$ cat config.mk
export PLATFORM = sky130hd
export DESIGN_NAME = bcd_preset_sequencer
export DESIGN_NICKNAME = d
export VERILOG_FILES = /design/src/rtl/bcd_seq_pkg.sv /design/src/rtl/tri_level_decode.sv /design/src/rtl/scan_timebase.sv /design/src/rtl/digit_scan_map.sv /design/src/rtl/bcd_preset_sequencer.sv
export SDC_FILE = /design/constraint.sdc
export NUM_CORES = 1
export LEC_CHECK = 0
export ABC_CLOCK_PERIOD_IN_PS = 1300
export BUFFER_PORTS_ARGS = -buffer_cell sky130_fd_sc_hd__buf_2
export CORE_ASPECT_RATIO = 1.4
export CORE_MARGIN = 2
export CORE_UTILIZATION = 34
export DETAILED_ROUTE_END_ITERATION = 12
export PLACE_DENSITY = 0.86
export SLEW_MARGIN = 30
export SYNTH_ARGS = -nofsm -noshare
export SYNTH_HDL_FRONTEND = slang
export SYNTH_SLANG_ARGS = --single-unit
export TNS_END_PERCENT = 1
$ cat constraint.sdc
create_clock -name clk -period 1.3 [get_ports clk]
set_input_delay 0.26 -clock clk [delete_from_list [all_inputs] [get_ports clk]]
set_output_delay 0.26 -clock clk [all_outputs]
set_load 0.03 [all_outputs]
$ cat src/rtl/bcd_seq_pkg.sv
package bcd_seq_pkg;

    // three-level control code; 2'b11 is read as open
    localparam logic [1:0] TL_LOW  = 2'b00;
    localparam logic [1:0] TL_HIGH = 2'b01;
    localparam logic [1:0] TL_OPEN = 2'b10;

    typedef enum logic {
        M_SCAN = 1'b0,
        M_LOAD = 1'b1
    } seq_mode_e;

endpackage

$ cat src/rtl/tri_level_decode.sv
module tri_level_decode
    import bcd_seq_pkg::*;
(
    input  logic [1:0] code,
    output logic       is_high,
    output logic       is_low,
    output logic       is_open
);
    always_comb begin
        is_high = (code == TL_HIGH);
        is_low  = (code == TL_LOW);
        is_open = code[1];
    end
endmodule

$ cat src/rtl/scan_timebase.sv
module scan_timebase #(
    parameter int DIV = 4
) (
    input  logic clk,
    input  logic rst_n,
    input  logic run,
    output logic tick
);
    localparam int CW = (DIV > 1) ? $clog2(DIV) : 1;

    logic [CW-1:0] cnt_d, cnt_q;

    always_comb begin
        tick  = run && (cnt_q == CW'(DIV - 1));
        cnt_d = cnt_q + 1'b1;
        if (!run || tick) begin
            cnt_d = '0;
        end
    end

    always_ff @(posedge clk) begin
        if (!rst_n) begin
            cnt_q <= '0;
        end else begin
            cnt_q <= cnt_d;
        end
    end
endmodule

$ cat src/rtl/digit_scan_map.sv
module digit_scan_map #(
    parameter int DIGITS = 4,
    parameter int BCD_W  = 4,
    parameter int PW     = 2
) (
    input  logic [PW-1:0]           phase,
    input  logic [DIGITS*BCD_W-1:0] latch_digits,
    output logic [DIGITS-1:0]       strobe,
    output logic [BCD_W-1:0]        cur_digit
);
    logic [BCD_W-1:0] masked [DIGITS];

    // phase 0 is the most significant digit
    for (genvar g = 0; g < DIGITS; g++) begin : g_dig
        assign strobe[g] = (phase == PW'(DIGITS - 1 - g));
        assign masked[g] = strobe[g] ? latch_digits[g*BCD_W +: BCD_W] : '0;
    end

    always_comb begin
        cur_digit = '0;
        for (int i = 0; i < DIGITS; i++) begin
            cur_digit = cur_digit | masked[i];
        end
    end
endmodule

$ cat src/rtl/bcd_preset_sequencer.sv
module bcd_preset_sequencer
    import bcd_seq_pkg::*;
#(
    parameter int DIGITS   = 4,
    parameter int BCD_W    = 4,
    parameter int LOAD_DIV = 4
) (
    input  logic                      clk,
    input  logic                      rst_n,
    input  logic                      scan_tick,
    input  logic [1:0]                lc_code,
    input  logic [1:0]                lr_code,
    input  logic                      clr_n,
    input  logic                      low_true_in,
    input  logic [BCD_W-1:0]          bcd_in,
    input  logic [DIGITS*BCD_W-1:0]   latch_digits,
    output logic [BCD_W-1:0]          bcd_out,
    output logic                      bcd_oe,
    output logic [DIGITS-1:0]         digit_sel,
    output logic                      disp_on,
    output logic                      wr_cnt,
    output logic                      wr_reg,
    output logic [$clog2(DIGITS)-1:0] wr_idx,
    output logic [BCD_W-1:0]          wr_val,
    output logic                      count_inhibit,
    output logic                      flags_invalid
);
    localparam int PW = $clog2(DIGITS);
    localparam logic [PW-1:0] LAST_PH = PW'(DIGITS - 1);

    typedef struct packed {
        seq_mode_e       mode;
        logic [PW-1:0]   phase;
        logic            tgt_cnt;
        logic            tgt_reg;
    } seq_state_t;

    seq_state_t st_d, st_q;

    logic lc_hi, lc_lo, lc_open;
    logic lr_hi, lr_lo, lr_open;
    logic in_load, load_tick, wr_hit;
    logic [DIGITS-1:0] strobe;
    logic [BCD_W-1:0]  cur_digit;

    tri_level_decode i_lc_dec (
        .code    (lc_code),
        .is_high (lc_hi),
        .is_low  (lc_lo),
        .is_open (lc_open)
    );

    tri_level_decode i_lr_dec (
        .code    (lr_code),
        .is_high (lr_hi),
        .is_low  (lr_lo),
        .is_open (lr_open)
    );

    assign in_load = (st_q.mode == M_LOAD);

    scan_timebase #(.DIV(LOAD_DIV)) i_timebase (
        .clk   (clk),
        .rst_n (rst_n),
        .run   (in_load),
        .tick  (load_tick)
    );

    digit_scan_map #(.DIGITS(DIGITS), .BCD_W(BCD_W), .PW(PW)) i_map (
        .phase        (st_q.phase),
        .latch_digits (latch_digits),
        .strobe       (strobe),
        .cur_digit    (cur_digit)
    );

    // next-state logic
    always_comb begin
        st_d   = st_q;
        wr_hit = 1'b0;
        unique case (st_q.mode)
            M_SCAN: begin
                if (lc_hi || lr_hi) begin
                    st_d.mode    = M_LOAD;
                    st_d.phase   = '0;
                    st_d.tgt_cnt = lc_hi;
                    st_d.tgt_reg = lr_hi;
                end else if (lr_lo) begin
                    st_d.phase = '0;
                end else if (scan_tick) begin
                    st_d.phase = (st_q.phase == LAST_PH) ? '0 : st_q.phase + 1'b1;
                end
            end
            M_LOAD: begin
                if (load_tick) begin
                    wr_hit = 1'b1;
                    if (st_q.phase == LAST_PH) begin
                        st_d.phase = '0;
                        if (lc_hi || lr_hi) begin
                            st_d.tgt_cnt = lc_hi;
                            st_d.tgt_reg = lr_hi;
                        end else begin
                            st_d.mode    = M_SCAN;
                            st_d.tgt_cnt = 1'b0;
                            st_d.tgt_reg = 1'b0;
                        end
                    end else begin
                        st_d.phase = st_q.phase + 1'b1;
                    end
                end
            end
            default: st_d = st_q;
        endcase
    end

    always_ff @(posedge clk) begin
        if (!rst_n) begin
            st_q <= '{mode: M_SCAN, phase: '0, tgt_cnt: 1'b0, tgt_reg: 1'b0};
        end else begin
            st_q <= st_d;
        end
    end

    // outputs
    always_comb begin
        digit_sel     = (in_load || !lr_lo) ? strobe : '0;
        disp_on       = !in_load && !lr_lo;
        bcd_oe        = !in_load && lc_open && lr_open;
        bcd_out       = bcd_oe ? cur_digit : '0;
        wr_cnt        = wr_hit && st_q.tgt_cnt;
        wr_reg        = wr_hit && st_q.tgt_reg;
        wr_idx        = LAST_PH - st_q.phase;
        wr_val        = !clr_n ? '0 : (low_true_in ? ~bcd_in : bcd_in);
        count_inhibit = in_load && st_q.tgt_cnt;
        flags_invalid = in_load;
    end
endmodule

==> flow_metrics.py <==
metrics = {
    "status": {
        "status": "complete, but fails checks",
        "violations": "negative setup slack",
    },
    "critical_path": {
        "critPathMaxStageDelay_ns": 0.40,
        "critical_path.top_delay_family": "flip-flops",
        "crit_fanout": 5,
        "required_ns": 1.04,
        "crit_buf_inv": 2,
        "crit_type": "reg -> out",
        "arrival_ns": 1.34,
        "start_kind": "flip-flop",
        "critPathLaunch": "st_q[3]$_SDFFE_PN0P_",
        "r2r_start": "st_q[3]$_SDFFE_PN0P_",
        "worstPathCellList": "inv_6 -> ha_4 -> a22oi_2 -> a21oi_4 -> buf_6",
        "end_kind": "output pin",
        "slowest_stage": "dfxtp_4",
    },
    "sta": {
        "fmax_ghz": 0.6270,
        "rsz0062_at_grt": "true",
        "setup_viol": 11,
        "skew_ns": 0.004536,
        "setup-tns-final_ns": -1.905,
        "setup_slack_ns": -0.2950,
        "fin_crit_ns": 1.595,
        "final-hold-violation-count": 0,
        "worst_slew_pin_slew_ns": 0.2834,
        "timing.slew.headroom": 0.8110,
        "min_period_over_period": 1.227,
        "drv_slew": 0,
    },
    "hold_path": {
        "hp-start": "rst_n",
        "hold_class": "in -> reg",
    },
    "synth": {
        "syn-num-nets": 112,
        "ys_types": 23,
        "syn_avg_cell_area_sq_um": 7.988,
        "ys_warn_count": 0,
        "ys_ff_latch": 7,
        "synth_area_sq_um": 623.1,
        "synth-edff-count": 0,
        "synth_ff_type": "dfxtp_1",
        "syn_inst": 78,
        "synthArstFlopShare": 0,
        "yosysSeqAreaShare": 0.2249,
    },
    "routing": {
        "postRouteAntennaNets": 0,
        "finalWirelength_microns": 2153,
        "firstDrtPassIters": 4,
        "vias_per_cell": 5.148,
        "drc": 0,
        "vias": 798,
        "wl_per_cell_microns": 13.89,
        "drtIter0Drc": 13,
    },
    "finish": {
        "fin_util": 0.7165,
        "area_delta_synth_final_pct": 102.0,
        "finalInstanceArea_sq_mm": 0.001259,
        "multi_input_area_sq_um": 650.6,
        "fillers": 124,
        "final_nets": 170,
        "fin_cells": 155,
        "n_antenna_cell": 0,
        "drive_above_1_share": 0.7111,
        "seq_area_sq_um": 153.9,
    },
    "floorplan": {
        "dieHeight_microns": 54.65,
        "die_w_microns": 40.18,
        "core_area_sq_mm": 0.001757,
        "ios": 49,
        "initial_core_util": 0.3547,
        "rows": 18,
        "die_area_sq_mm": 0.002196,
    },
    "clock_tree": {
        "path_clk_slew_ns": 0.05,
        "insertion_delay_ns": 0.26,
        "cts_made_buffers": 3,
        "cts_sinks": 7,
        "htree_levels": 1,
        "cts_tree": "done",
        "cts_hold_buf": 0,
        "clockRootBuffer": "clkbuf_4",
        "clock_path_buffers": 2,
    },
    "pwr": {
        "p_clk_frac": 0.254,
        "power_density_mw_per_mm2": 636.0,
        "ir_drop_v": 0.0004733,
        "p_switching_uw": 299.4,
        "pwr-share-seq": 0.304,
        "sw_frac_of_total": 0.3741,
        "leakage_uw": 0.0005545,
        "comb_power_share": 0.442,
        "p_int_uw": 501.1,
    },
    "place": {
        "place_congestion": 0.7487,
        "port_buffers": 48,
        "detailed_place_hpwl_microns": 1567,
        "dp_cells": 150,
        "post-place-ws_ns": -0.1865,
        "detailed_place.area_sq_mm": 0.001055,
    },
    "grt": {
        "antenna_found_initial": 0,
        "track_usage": 0.1917,
        "grt_pass1_vias": 730,
        "grt_pass1_wl_microns": 2904,
        "grt_max_degree": 10,
        "grt-ovfl-total": 0,
    },
    "run": {
        "drv_cap": 0,
    },
}
-- synth_stat cells, types with 2 or more instances --
cell / instances / area (sq um)
a21oi_1: 6 / 30.03
a22oi_1: 8 / 60.06
and2_1: 7 / 43.79
and3_1: 3 / 18.77
clkbuf_1: 2 / 7.510
dfxtp_1: 7 / 140.1
ha_1: 5 / 62.56
inv_1: 4 / 15.01
nand2_1: 6 / 22.52
nand2b_1: 2 / 12.51
nand3_1: 5 / 25.02
nor2_1: 4 / 15.01
nor2b_1: 5 / 31.28
o22ai_1: 2 / 12.51
xor2_1: 4 / 35.03
-- final cells by class --
class                   count  area share
repair buffers             56      0.2992
well taps                  20     0.01988
multi-input cells          64      0.5169
inverters                   4     0.02087
clock buffers               4     0.02087
flip-flops and latches      7      0.1223
-- stage by stage --
stage | hold slack (ns) | total power [uW]
2_1_floorplan | 0.3962 | 448.3
3_3_place_gp | 0.4034 | 553.9
3_5_place_dp | 0.4090 | 564.2
4_1_cts | 0.2847 | 795.1
5_1_grt | 0.2961 | 845.5
6_report | 0.2925 | 800.5
-- cells in the final DEF (no fill, tap or decap), types with 2 or more instances in the layout --
master and count:
buf_4 6, o22ai_1 2, a21oi_4 4, dfxtp_1 2, xor2_1 4, nor2b_4 3
nand2_1 6, and3_1 2, and2_1 6, ha_4 5, nor2_1 4, dfxtp_4 3
dfxtp_2 2, clkbuf_4 3, buf_6 13, nand2b_1 2, a22oi_2 8, buf_2 37
nand3_1 4
-- path summary, 6_finish.rpt --
| kind | endpoint | slack [ns] | cells after the start |
|---|---|---|---|
| setup / recovery | bcd_out[3] | -0.30 | 5 |
| hold / removal | i_timebase.cnt_q[0]$_SDFF_PP0_ | 0.29 | 3 |
| setup reg to reg | st_q[1]$_SDFFE_PN0P_ | 0 | 5 |
| hold reg to reg | i_timebase.cnt_q[0]$_SDFF_PP0_ | 0.42 | 1 |
-- cells by family after synthesis --
logic type	count (synthesis)	share of synthesized area
AOI/OAI and AO/OA	21	0.2631
xor gates and xnor gates	4	0.05622
adders and majority gates	5	0.1004
buffers and inverters	7	0.05421
DFF	7	0.2249
and+or+nand+nor	34	0.3012
-- tightest hold or removal path, delay by kind of cell --
kind	cells	cell delay, ns
buffers and inverters	1	0.15
AND/OR/NAND/NOR	2	0.10
-- registers in the layout, indices dropped and copies added (netlist names) --
name and flops:
st_q 4, i_timebase.cnt_q 2, flags_invalid 1
-- power groups by stage --
stage	combinational (uW)	sequential (uW)	clock (uW)
4_1_cts	344	240	211
6_report	354	243	203
3_5_place_dp	321	243	0
5_1_grt	377	245	223
2_1_floorplan	204	244	0
3_3_place_gp	311	242	0
-- routing by layer --
| metal | GRT usage | vias to the layer above | wire, microns |
|---|---|---|---|
| met3 | 0.02033 | 6 | 160 |
| met1 | 0.1798 | 357 | 723 |
| met4 | 0.08889 | 0 | 59 |
| li1 | - | 388 | - |
| met5 | 0 | - | 0 |
| met2 | 0.3844 | 47 | 1210 |
-- timing repair --
| action | 4_1_cts | 5_1_grt |
|---|---|---|
| pin swaps | 5 | 8 |
| buffers inserted | 1 | 0 |
| resized for setup | 33 | 16 |
| setup endpoints to repair | 15 | 15 |
(Power assumes the default switching activity.)
